## config.mk

```make
export PLATFORM = sky130hd
export DESIGN_NAME = mbox_bank
export DESIGN_NICKNAME = d
export VERILOG_FILES = /design/src/rtl/mbox_pkg.sv /design/src/rtl/mbox_store.sv /design/src/rtl/mbox_irq_latch.sv /design/src/rtl/mbox_bank.sv
export SDC_FILE = /design/constraint.sdc
export NUM_CORES = 1
export LEC_CHECK = 0
export ABC_AREA = 1
export BUFFER_PORTS_ARGS = -buffer_cell sky130_fd_sc_hd__buf_4
export CAP_MARGIN = 20
export CORE_ASPECT_RATIO = 0.6
export CORE_UTILIZATION = 45
export CTS_BUF_LIST = sky130_fd_sc_hd__clkbuf_4 sky130_fd_sc_hd__clkbuf_8 sky130_fd_sc_hd__clkbuf_16
export DETAILED_ROUTE_END_ITERATION = 7
export GPL_ROUTABILITY_DRIVEN = 1
export GPL_TIMING_DRIVEN = 0
export PLACE_DENSITY = 0.66
export SLEW_MARGIN = 20
export SYNTH_ARGS = -nofsm -noshare
export SYNTH_HDL_FRONTEND = slang
export SYNTH_SLANG_ARGS = --single-unit
```

## constraint.sdc

```tcl
create_clock -name clk -period 1 [get_ports clk]
set_input_delay 0 -clock clk [delete_from_list [all_inputs] [get_ports clk]]
set_output_delay 0 -clock clk [all_outputs]
set_load 0.05 [all_outputs]
```

## src/rtl/mbox_pkg.sv

```systemverilog
package mbox_pkg;
    typedef enum logic [0:0] {
        ST_IDLE = 1'b0,
        ST_RESP = 1'b1
    } acc_state_t;

    function automatic logic [31:0] lane_mask4(input logic [3:0] be);
        logic [31:0] m;
        for (int i = 0; i < 4; i++) m[8*i +: 8] = {8{be[i]}};
        return m;
    endfunction
endpackage

```

## src/rtl/mbox_store.sv

```systemverilog
module mbox_store #(
    parameter int N_MBOX = 4,
    parameter int BYTES  = 4,
    localparam int SW    = $clog2(N_MBOX),
    localparam int DW    = 8 * BYTES
) (
    input  logic                    clk,
    input  logic                    rst_n,
    input  logic                    wr_en,
    input  logic [SW-1:0]           wr_sel,
    input  logic [BYTES-1:0]        wr_be,
    input  logic [DW-1:0]           wr_data,
    input  logic                    clr_en,
    input  logic [SW-1:0]           clr_sel,
    input  logic [BYTES-1:0]        clr_be,
    input  logic [N_MBOX*BYTES-1:0] absent,
    output logic [N_MBOX*DW-1:0]    data_flat,
    output logic [N_MBOX*BYTES-1:0] full_flat
);
    for (genvar m = 0; m < N_MBOX; m++) begin : g_mbox
        for (genvar b = 0; b < BYTES; b++) begin : g_byte
            logic [7:0] byte_q;
            logic       full_q;
            logic       wr_hit;
            logic       clr_hit;

            assign wr_hit  = wr_en && (wr_sel == SW'(m)) && wr_be[b] && !absent[m*BYTES+b];
            assign clr_hit = clr_en && (clr_sel == SW'(m)) && clr_be[b];

            always_ff @(posedge clk) begin
                if (wr_hit) byte_q <= wr_data[8*b +: 8];
            end

            always_ff @(posedge clk or negedge rst_n) begin
                if (!rst_n)                  full_q <= 1'b0;
                else if (absent[m*BYTES+b])  full_q <= 1'b0;
                else if (wr_hit)             full_q <= 1'b1;
                else if (clr_hit)            full_q <= 1'b0;
            end

            assign data_flat[m*DW + 8*b +: 8] = absent[m*BYTES+b] ? 8'h00 : byte_q;
            assign full_flat[m*BYTES+b]       = full_q;
        end
    end
endmodule

```

## src/rtl/mbox_irq_latch.sv

```systemverilog
module mbox_irq_latch (
    input  logic clk,
    input  logic rst_n,
    input  logic set,
    input  logic clr,
    output logic flag
);
    always_ff @(posedge clk or negedge rst_n) begin
        if (!rst_n)   flag <= 1'b0;
        else if (set) flag <= 1'b1;
        else if (clr) flag <= 1'b0;
    end
endmodule

```

## src/rtl/mbox_bank.sv

```systemverilog
module mbox_bank #(
    parameter int N_MBOX = 4,
    parameter int BYTES  = 4,
    localparam int SW    = $clog2(N_MBOX),
    localparam int LW    = $clog2(BYTES),
    localparam int DW    = 8 * BYTES,
    localparam int AW    = SW + 4,
    localparam int NB    = N_MBOX * BYTES
) (
    input  logic            clk,
    input  logic            rst_n,
    input  logic [AW-1:0]   loc_addr,
    input  logic [BYTES-1:0] loc_be,
    input  logic            loc_wr,
    input  logic            loc_rd,
    input  logic [DW-1:0]   loc_wdata,
    output logic [DW-1:0]   loc_rdata,
    output logic            loc_rvalid,
    input  logic            host_in_we,
    input  logic [SW-1:0]   host_in_sel,
    input  logic [BYTES-1:0] host_in_be,
    input  logic [DW-1:0]   host_in_wdata,
    input  logic            host_out_rd,
    input  logic [SW-1:0]   host_out_sel,
    input  logic [BYTES-1:0] host_out_be,
    output logic [DW-1:0]   host_out_rdata,
    input  logic            cfg_bytewide_mem,
    input  logic            cfg_irq_wr_en,
    input  logic [SW-1:0]   cfg_irq_wr_mbox,
    input  logic [LW-1:0]   cfg_irq_wr_byte,
    input  logic            cfg_irq_rd_en,
    input  logic [SW-1:0]   cfg_irq_rd_mbox,
    input  logic [LW-1:0]   cfg_irq_rd_byte,
    input  logic [1:0]      host_irq_clr,
    output logic [1:0]      irq_flags,
    output logic            host_irq,
    output logic [2*NB-1:0] full_status
);
    import mbox_pkg::*;

    // Local address decode
    logic          decoded;
    logic          is_out;
    logic [SW-1:0] mb;
    logic          in_rd;
    logic          out_wr;

    assign decoded = !loc_addr[AW-1];
    assign is_out  = loc_addr[AW-2];
    assign mb      = loc_addr[SW+1:2];
    assign in_rd   = loc_rd && decoded && !is_out;
    assign out_wr  = loc_wr && !loc_rd && decoded && is_out;

    // Outbound missing-byte mask from the strap
    logic [NB-1:0] out_absent;
    always_comb begin
        out_absent         = '0;
        out_absent[NB-1]   = cfg_bytewide_mem;
    end

    logic [N_MBOX*DW-1:0] in_flat,  out_flat;
    logic [NB-1:0]        in_full,  out_full;

    mbox_store #(.N_MBOX(N_MBOX), .BYTES(BYTES)) u_in_store (
        .clk(clk), .rst_n(rst_n),
        .wr_en(host_in_we), .wr_sel(host_in_sel), .wr_be(host_in_be), .wr_data(host_in_wdata),
        .clr_en(in_rd), .clr_sel(mb), .clr_be(loc_be),
        .absent({NB{1'b0}}),
        .data_flat(in_flat), .full_flat(in_full)
    );

    mbox_store #(.N_MBOX(N_MBOX), .BYTES(BYTES)) u_out_store (
        .clk(clk), .rst_n(rst_n),
        .wr_en(out_wr), .wr_sel(mb), .wr_be(loc_be), .wr_data(loc_wdata),
        .clr_en(host_out_rd), .clr_sel(host_out_sel), .clr_be(host_out_be),
        .absent(out_absent),
        .data_flat(out_flat), .full_flat(out_full)
    );

    // Interrupt events
    logic wr_evt, rd_evt;
    assign wr_evt = cfg_irq_wr_en && out_wr && (mb == cfg_irq_wr_mbox)
                  && loc_be[cfg_irq_wr_byte] && !out_absent[{cfg_irq_wr_mbox, cfg_irq_wr_byte}];
    assign rd_evt = cfg_irq_rd_en && in_rd && (mb == cfg_irq_rd_mbox)
                  && loc_be[cfg_irq_rd_byte];

    mbox_irq_latch u_irq_wr (.clk(clk), .rst_n(rst_n), .set(wr_evt), .clr(host_irq_clr[0]), .flag(irq_flags[0]));
    mbox_irq_latch u_irq_rd (.clk(clk), .rst_n(rst_n), .set(rd_evt), .clr(host_irq_clr[1]), .flag(irq_flags[1]));

    assign host_irq       = |irq_flags;
    assign full_status    = {out_full, in_full};
    assign host_out_rdata = out_flat[int'(host_out_sel)*DW +: DW];

    // Read data selection
    logic [DW-1:0] lane_mask;
    logic [DW-1:0] rd_word;
    logic [DW-1:0] rdata_d;
    always_comb begin
        for (int i = 0; i < BYTES; i++) lane_mask[8*i +: 8] = {8{loc_be[i]}};
        rd_word = is_out ? out_flat[int'(mb)*DW +: DW] : in_flat[int'(mb)*DW +: DW];
        rdata_d = decoded ? (rd_word & lane_mask) : '0;
    end

    // Local access state machine
    acc_state_t state_q, state_d;

    always_comb begin
        state_d = state_q;
        unique case (state_q)
            ST_IDLE: if (loc_rd)  state_d = ST_RESP;
            ST_RESP: if (!loc_rd) state_d = ST_IDLE;
            default:              state_d = ST_IDLE;
        endcase
    end

    always_ff @(posedge clk or negedge rst_n) begin
        if (!rst_n) state_q <= ST_IDLE;
        else        state_q <= state_d;
    end

    always_ff @(posedge clk or negedge rst_n) begin
        if (!rst_n) begin
            loc_rdata <= '0;
        end else begin
            unique case (state_d)
                ST_RESP: loc_rdata <= rdata_d;
                default: loc_rdata <= '0;
            endcase
        end
    end

    assign loc_rvalid = (state_q == ST_RESP);
endmodule

```

==> results.yml, run 1 <==
power_and_ir_drop:
  ir_worst_vdd_mv: 1.14
  p_leak_nw: 8.17
  p_per_area_nw_per_um2: 1630
  p_total_w: 0.0322
worst_setup_path:
  slowest_stage: "edfxtp_1"
  crit_family: "flip-flops"
  arrival_ns: 1.62
  cp-start-kind: "flop"
  crit_path_cell_trace: "a22oi_2 > nand3_2 > buf_8"
  reg2reg_slack_ns: -0.18
  crit_type: "reg2out"
  slowest_delay_ns: 0.45
  required_ns: 1.00
  endpoint_kind: "output port"
  cp_max_fo: 2
  critPathBufInv: 1
clock_network:
  cts.htree.levels: 1
  cts_root_buffer: "clkbuf_16"
  path_clk_slew_ns: 0.07
  clock_sinks: 323
  cts_tree: "built"
  numCtsBuffers: 30
  insertion_delay_ns: 0.58
  cts_max_path_buffers: 3
status:
  status: "finished, violations left"
  violations: "negative hold slack, negative setup slack"
placement:
  port_buffers: 201
  place_hpwl_mm: 32.3
  gp_congestion: 0.922
  postPlaceCellArea_um2: 16100
global_route:
  groute.usage.overall: 0.293
  grt-ovfl-total: 0
  grt_pass1_vias: 10695
  grt_max_degree: 68
  grt_antenna_before_repair: 1
  grt_pass1_wl_mm: 68.2
die:
  die-area_um2: 31600
  rows: 49
  start_util: 0.461
  fp.dieH_um: 138
  ios: 205
  die_w_um: 229
  design.core.area_um2: 30200
routing:
  vias: 11453
  finalWirelength_mm: 48.0
  vias_per_cell: 5.50
  routedWlPerCell_um: 23.0
  drc: 0
  drt.antenna.violating_nets: 0
  drt_iter0_markers: 1593
  drtPass1Iterations: 6
finish:
  drive_gt1_frac: 0.339
  fin_area_um2: 19700
  nets: 1755
  area_growth_pct: 41.6
timing:
  whs_ns: -0.117
  setup_viol: 157
  worst-slew-pin-transition_ns: 0.820
  period_needed_ns: 1.62
  slew_headroom: 0.451
  finClkSkew_ns: 0.0130
  hold_violations: 36
  fin_crit_sh: 1.62
  setup_ws_ns: -0.618
  timing.fmax_mhz: 618
  slew_violations: 0
  rsz0062_at_grt: "true"
synthesis:
  synth_area_leader_cell: "edfxtp_1"
  yosysTopAreaCellShare: 0.553
  netlist_area_um2: 13900
  ys_warn_count: 0
  synthCells: 1280
  synth_area_leaders: "edfxtp_1 (55%), dfrtp_1 (12%), nand2_1 (8.5%)"
  yosysSeqAreaShare: 0.674
  yosysUniqueCellTypes: 27
  syn_area_per_cell_um2: 10.9
  syn_nets: 1385
  ys_seq_elements: 323
job:
  max_cap_viol_count: 0
min_path:
  hold_path_class: "in2async"
==> cell usage after synthesis (all sizes together) <==
master and number:
a21boi 1, a21oi 9, a22oi 31, buf 79, clkbuf 11, clkinv 1, dfrtp 67, edfxtp 256
inv 112, nand2 315, nand3 64, nor2 146, nor3 5, o2111ai 1, o211ai 72, o21ai 60
o22ai 1, or2 49
==> worst paths after layout <==
kind	startpoint	endpoint	cells after the start
setup / recovery	u_out_store.g_mbox[0].g_byte[0].byte_q[0]	host_out_rdata[0]	3
hold / removal	rst_n	loc_rdata[3]	2
setup reg to reg	u_out_store.g_mbox[2].g_byte[1].byte_q[6]	loc_rdata[14]	6
hold reg to reg	u_out_store.g_mbox[2].g_byte[3].full_q	u_out_store.g_mbox[2].g_byte[3].full_q	2
max in group asynchronous	rst_n	u_in_store.g_mbox[1].g_byte[2].full_q	3
min in group clk	loc_addr[3]	u_out_store.g_mbox[1].g_byte[2].full_q	4
==> worst reg2reg max path: cells and delay by family, from the launching register on <==
kind	cells	cell delay (ns)
buf+inv	1	0.14
flops	1	0.41
simple gates	5	0.50
==> power breakdown <==
part           switching (W)  internal [W]  leakage, nW
sequential          0.000323        0.0150         3.17
clock                0.00505       0.00674        0.525
combinational        0.00314       0.00193         4.47
total                0.00852        0.0236         8.17
==> flip-flops by register name, summed over array words and instances, names as in the netlist <==
signal / count
u_in_store.g_mbox.g_byte.full_q: 16
u_irq_wr.flag: 1
u_irq_rd.flag: 1
u_out_store.g_mbox.g_byte.byte_q: 128
loc_rvalid: 1
loc_rdata: 32
u_in_store.g_mbox.g_byte.byte_q: 128
u_out_store.g_mbox.g_byte.full_q: 16
==> layer usage <==
layer  global-route usage  part of all wire  routed length, µm
met4               0.0688             0.027               1290
met1                0.441              0.43              20400
met5                    0                 0                  0
met3               0.0759              0.12               5790
met2                0.425              0.43              20400
==> cell type report <==
cell class              instances  area (µm²)
diodes                          1        2.50
plain buffers                  56         394
clock buffers                  48         982
clock inverters                 7        47.5
fillers                      2250       10500
inverters                     113         438
multi-input cells             754        4190
flip-flops and latches        323        9370
well taps                     408         510
repair buffers                372        3750
==> through the flow <==
step                       util  hold slack [ns]  setup WS [ns]  cells  setup TNS (ns)
after floorplan               -           -0.296         -0.166   1280           -7.48
after global placement    0.535            0.154         -0.765   1889         -168.20
after detailed placement  0.535            0.154         -0.763   1889         -171.93
after CTS                 0.624           -0.104         -0.584   2046          -98.60
after global routing      0.653          -0.0992         -0.639   2082          -34.49
final                     0.653           -0.117         -0.618   2082          -30.48
==> cell families (layout without fill, tap and decap cells) <==
| logic type | after synthesis | in the layout | synth area share |
|---|---|---|---|
| AOI/OAI and AO/OA | 175 | 175 | 0.0821 |
| DFF | 323 | 323 | 0.674 |
| other | 0 | 1 | 0 |
| and+or+nand+nor | 579 | 579 | 0.174 |
| buffers and inverters | 203 | 596 | 0.0707 |
==> layout by cell type (no fill, tap or decap), types with 2 or more instances in the layout <==
cell / synthesis / final
nand2_2: 1 / 38
nor2_2: 2 / 13
a22oi_1: 31 / 16
inv_1: 109 / 88
buf_12: 0 / 17
buf_4: 42 / 169
dlymetal6s4s_1: 0 / 5
clkbuf_16: 0 / 33
dfrtp_1: 67 / 61
nand2_4: 0 / 5
nand3_1: 64 / 42
inv_2: 3 / 20
or2_2: 49 / 13
buf_6: 3 / 59
clkbuf_8: 0 / 7
nor2_4: 1 / 20
a22oi_2: 0 / 15
or2_4: 0 / 36
dlygate4sd3_1: 0 / 105
o211ai_1: 72 / 72
o21ai_1: 2 / 3
a21oi_1: 9 / 8
buf_2: 32 / 23
nand2_1: 314 / 271
o21ai_0: 58 / 57
buf_8: 0 / 37
clkinv_2: 0 / 5
clkinvlp_4: 0 / 3
dfrtp_2: 0 / 6
clkbuf_1: 11 / 7
nor3_2: 0 / 4
nand3_2: 0 / 22
inv_4: 0 / 2
nor2_1: 142 / 112
edfxtp_1: 256 / 256
clkbuf_4: 0 / 13
==> repair_timing <==
action	4_1_cts	5_1_grt
hold buffers	112	4
setup buffers	24	46
endpoints found under the setup margin	179	338
endpoints found under the hold margin	374	35
gates resized for setup	179	149
pin swaps	79	107
(Power assumes the default switching activity.)
==> inputs of run 2 (changes only) <==
REMOVE_ABC_BUFFERS = 1   (was unset)
==> run 2 against run 1 <==
The run still ends with negative hold slack, negative setup slack left. Final area is 1.2% lower. Power shrank 2.3%. Core utilization decreased by 0.78 points. Via count fell by 3.3%. Clock power fell by 4%. Clock skew decreased by 0.0061 ns. Clock-buffer cell count shrank 2. First-iteration DRC count down 24%. Sequential cell count unchanged. Critical path depth unchanged. Critical path type unchanged.
==> results.yml, run 2 (synthesis results as in run 1) <==
status:
  status: "finished, violations left"
  violations: "negative hold slack, negative setup slack"
worst_setup_path:
  cp_max_fo: 2
  crit_type: "reg2out"
  slowest_delay_ns: 0.42
  cp-start-kind: "flop"
  arrival_ns: 1.68
  critPathBufInv: 1
  crit_path_cell_trace: "nand2_1 > o211ai_1 > buf_4"
  crit_family: "compound AO/OA/AOI/OAI gates"
  required_ns: 1.00
  startpoint: "u_out_store.g_mbox[3].g_byte[3].byte_q[7]"
  slowest_stage: "o211ai_1"
  rr_startpoint: "u_out_store.g_mbox[0].g_byte[1].byte_q[0]"
  endpoint_kind: "output port"
die:
  rows: 49
  die_w_um: 229
  start_util: 0.461
  ios: 205
  fp.dieH_um: 138
  die-area_um2: 31600
  design.core.area_um2: 30200
timing:
  setup_ws_ns: -0.681
  timing.fmax_mhz: 595
  fin_setup_tns_ns: -26.14
  finClkSkew_ns: 0.00695
  rsz0062_at_grt: "true"
  worst-slew-pin-transition_ns: 0.872
  period_needed_ns: 1.68
  whs_ns: -0.193
  setup_viol: 124
  fin_crit_sh: 1.68
  slew_headroom: 0.419
  hold_violations: 6
  slew_violations: 0
power_and_ir_drop:
  pwr-share-comb: 0.156
  p_seq_frac: 0.486
  p_leak_nw: 8.03
  clkPwrFrac: 0.359
  ir_worst_vdd_mv: 1.28
  internal-power_w: 0.0231
  p_per_area_nw_per_um2: 1610
  swShare: 0.265
  p_sw_w: 0.00831
job:
  max_cap_viol_count: 0
routing:
  vias: 11074
  routedWlPerCell_um: 22.3
  drt_iter0_markers: 1211
  finalWirelength_mm: 45.5
  vias_per_cell: 5.41
  drtPass1Iterations: 6
  drc: 0
  drt.antenna.violating_nets: 0
finish:
  area_growth_pct: 39.9
  drive_gt1_frac: 0.312
  reg.largest.list: "u_in_store.g_mbox.g_byte.byte_q: 128 flops, u_out_store.g_mbox.g_byte.byte_q: 128 flops, loc_rdata: 32 flops"
  final_common_cell: "nand2_1"
  layout_common_cells: "nand2_1 (285), edfxtp_1 (256), buf_4 (164), nor2_1 (113), dlygate4sd3_1 (108)"
  nets: 1718
  fin_area_um2: 19500
clock_network:
  clock_sinks: 323
  cts_max_path_buffers: 3
  numCtsBuffers: 30
  cts_tree: "built"
  insertion_delay_ns: 0.57
  cts_root_buffer: "clkbuf_16"
  cts.htree.levels: 1
  path_clk_slew_ns: 0.07
placement:
  gp_congestion: 0.837
  port_buffers: 202
  postPlaceCellArea_um2: 15600
  place_hpwl_mm: 26.1
global_route:
  grt_max_degree: 69
  grt_antenna_before_repair: 3
  grt-ovfl-total: 0
  grt_pass1_wl_mm: 65.0
  grt_pass1_vias: 10491
  groute.usage.overall: 0.280
min_path:
  hold_path_class: "in2reg"
  hp-start: "host_in_sel[0]"
run 2: cell count changes in the layout (fill, tap and decap cells not counted), sizes merged:
| cell | before | now |
|---|---|---|
| nor2 | 146 | 147 |
| clkinvlp | 3 | 4 |
| diode | 1 | 2 |
| clkinv | 7 | 10 |
| buf | 306 | 276 |
| clkbuf | 60 | 46 |
| bufbuf | 0 | 4 |
| inv | 110 | 109 |
| dlymetal6s4s | 5 | 1 |
| dlygate4sd3 | 105 | 108 |
run 2: final cells by class:
cell class / instances / area, µm²
sequential: 323 / 9360
clock inverter: 9 / 41.3
timing repair inverter: 1 / 6.26
antenna: 2 / 5.00
fill: 2341 / 10700
timing repair buffer: 389 / 3980
multi-input combinational: 755 / 4170
tap: 408 / 510
inverter: 113 / 462
clock buffer: 46 / 920
run 2: metrics by stage:
| stage | util | hold WS (ns) | setup WS (ns) | instances | total power, W |
|---|---|---|---|---|---|
| 3_5_place_dp | 0.516 | 0.138 | -2.15 | 1806 | 0.0193 |
| 6_report | 0.645 | -0.193 | -0.681 | 2046 | 0.0314 |
| 3_3_place_gp | 0.510 | 0.137 | -3.28 | 1800 | 0.0192 |
| 5_1_grt | 0.645 | -0.174 | -0.720 | 2045 | 0.0323 |
| 4_1_cts | 0.630 | -0.141 | -0.619 | 2025 | 0.0313 |
| 2_1_floorplan | - | -0.296 | -0.762 | 1190 | 0.0175 |
run 2: power by group through the flow:
stage                     Clock (W)  Combinational [W]  Sequential, W
after CTS                    0.0114            0.00468         0.0152
after global placement            0            0.00376         0.0155
final                        0.0113            0.00489         0.0153
after detailed placement          0            0.00386         0.0155
after global routing         0.0119            0.00513         0.0153
after floorplan                   0            0.00131         0.0162
run 2: final timing paths:
check	end	slack, ns	depth (start not counted)
max in group asynchronous	loc_rdata[7]	0.45	2
worst max-delay path	host_out_rdata[31]	-0.68	3
min in group asynchronous	loc_rdata[10]	0.01	2
worst max register to register	loc_rdata[8]	-0.19	7
worst min register to register	u_out_store.g_mbox[3].g_byte[2].full_q	0.54	2
worst min-delay path	u_in_store.g_mbox[2].g_byte[2].full_q	-0.19	4
run 2: worst min-delay path: cells and delay by family:
family | cells | cell delay, ns
buf+inv | 1 | 0.11
simple gates | 3 | 0.23
run 2: what timing repair did:
item,4_1_cts,5_1_grt
hold buffers,111,2
pin swaps,112,71
gates cloned,6,0
buffers inserted,47,27
endpoints found under the setup margin,309,376
endpoints found under the hold margin,380,6
resized for setup,189,92
run 2: layer usage:
metal / global-route usage / up-vias / routed length (µm)
met5: 0 / - / 0
met4: 0.0993 / 0 / 1630
met3: 0.0551 / 108 / 4610
met2: 0.409 / 653 / 19600
met1: 0.417 / 5327 / 19700
li1: - / 4986 / -
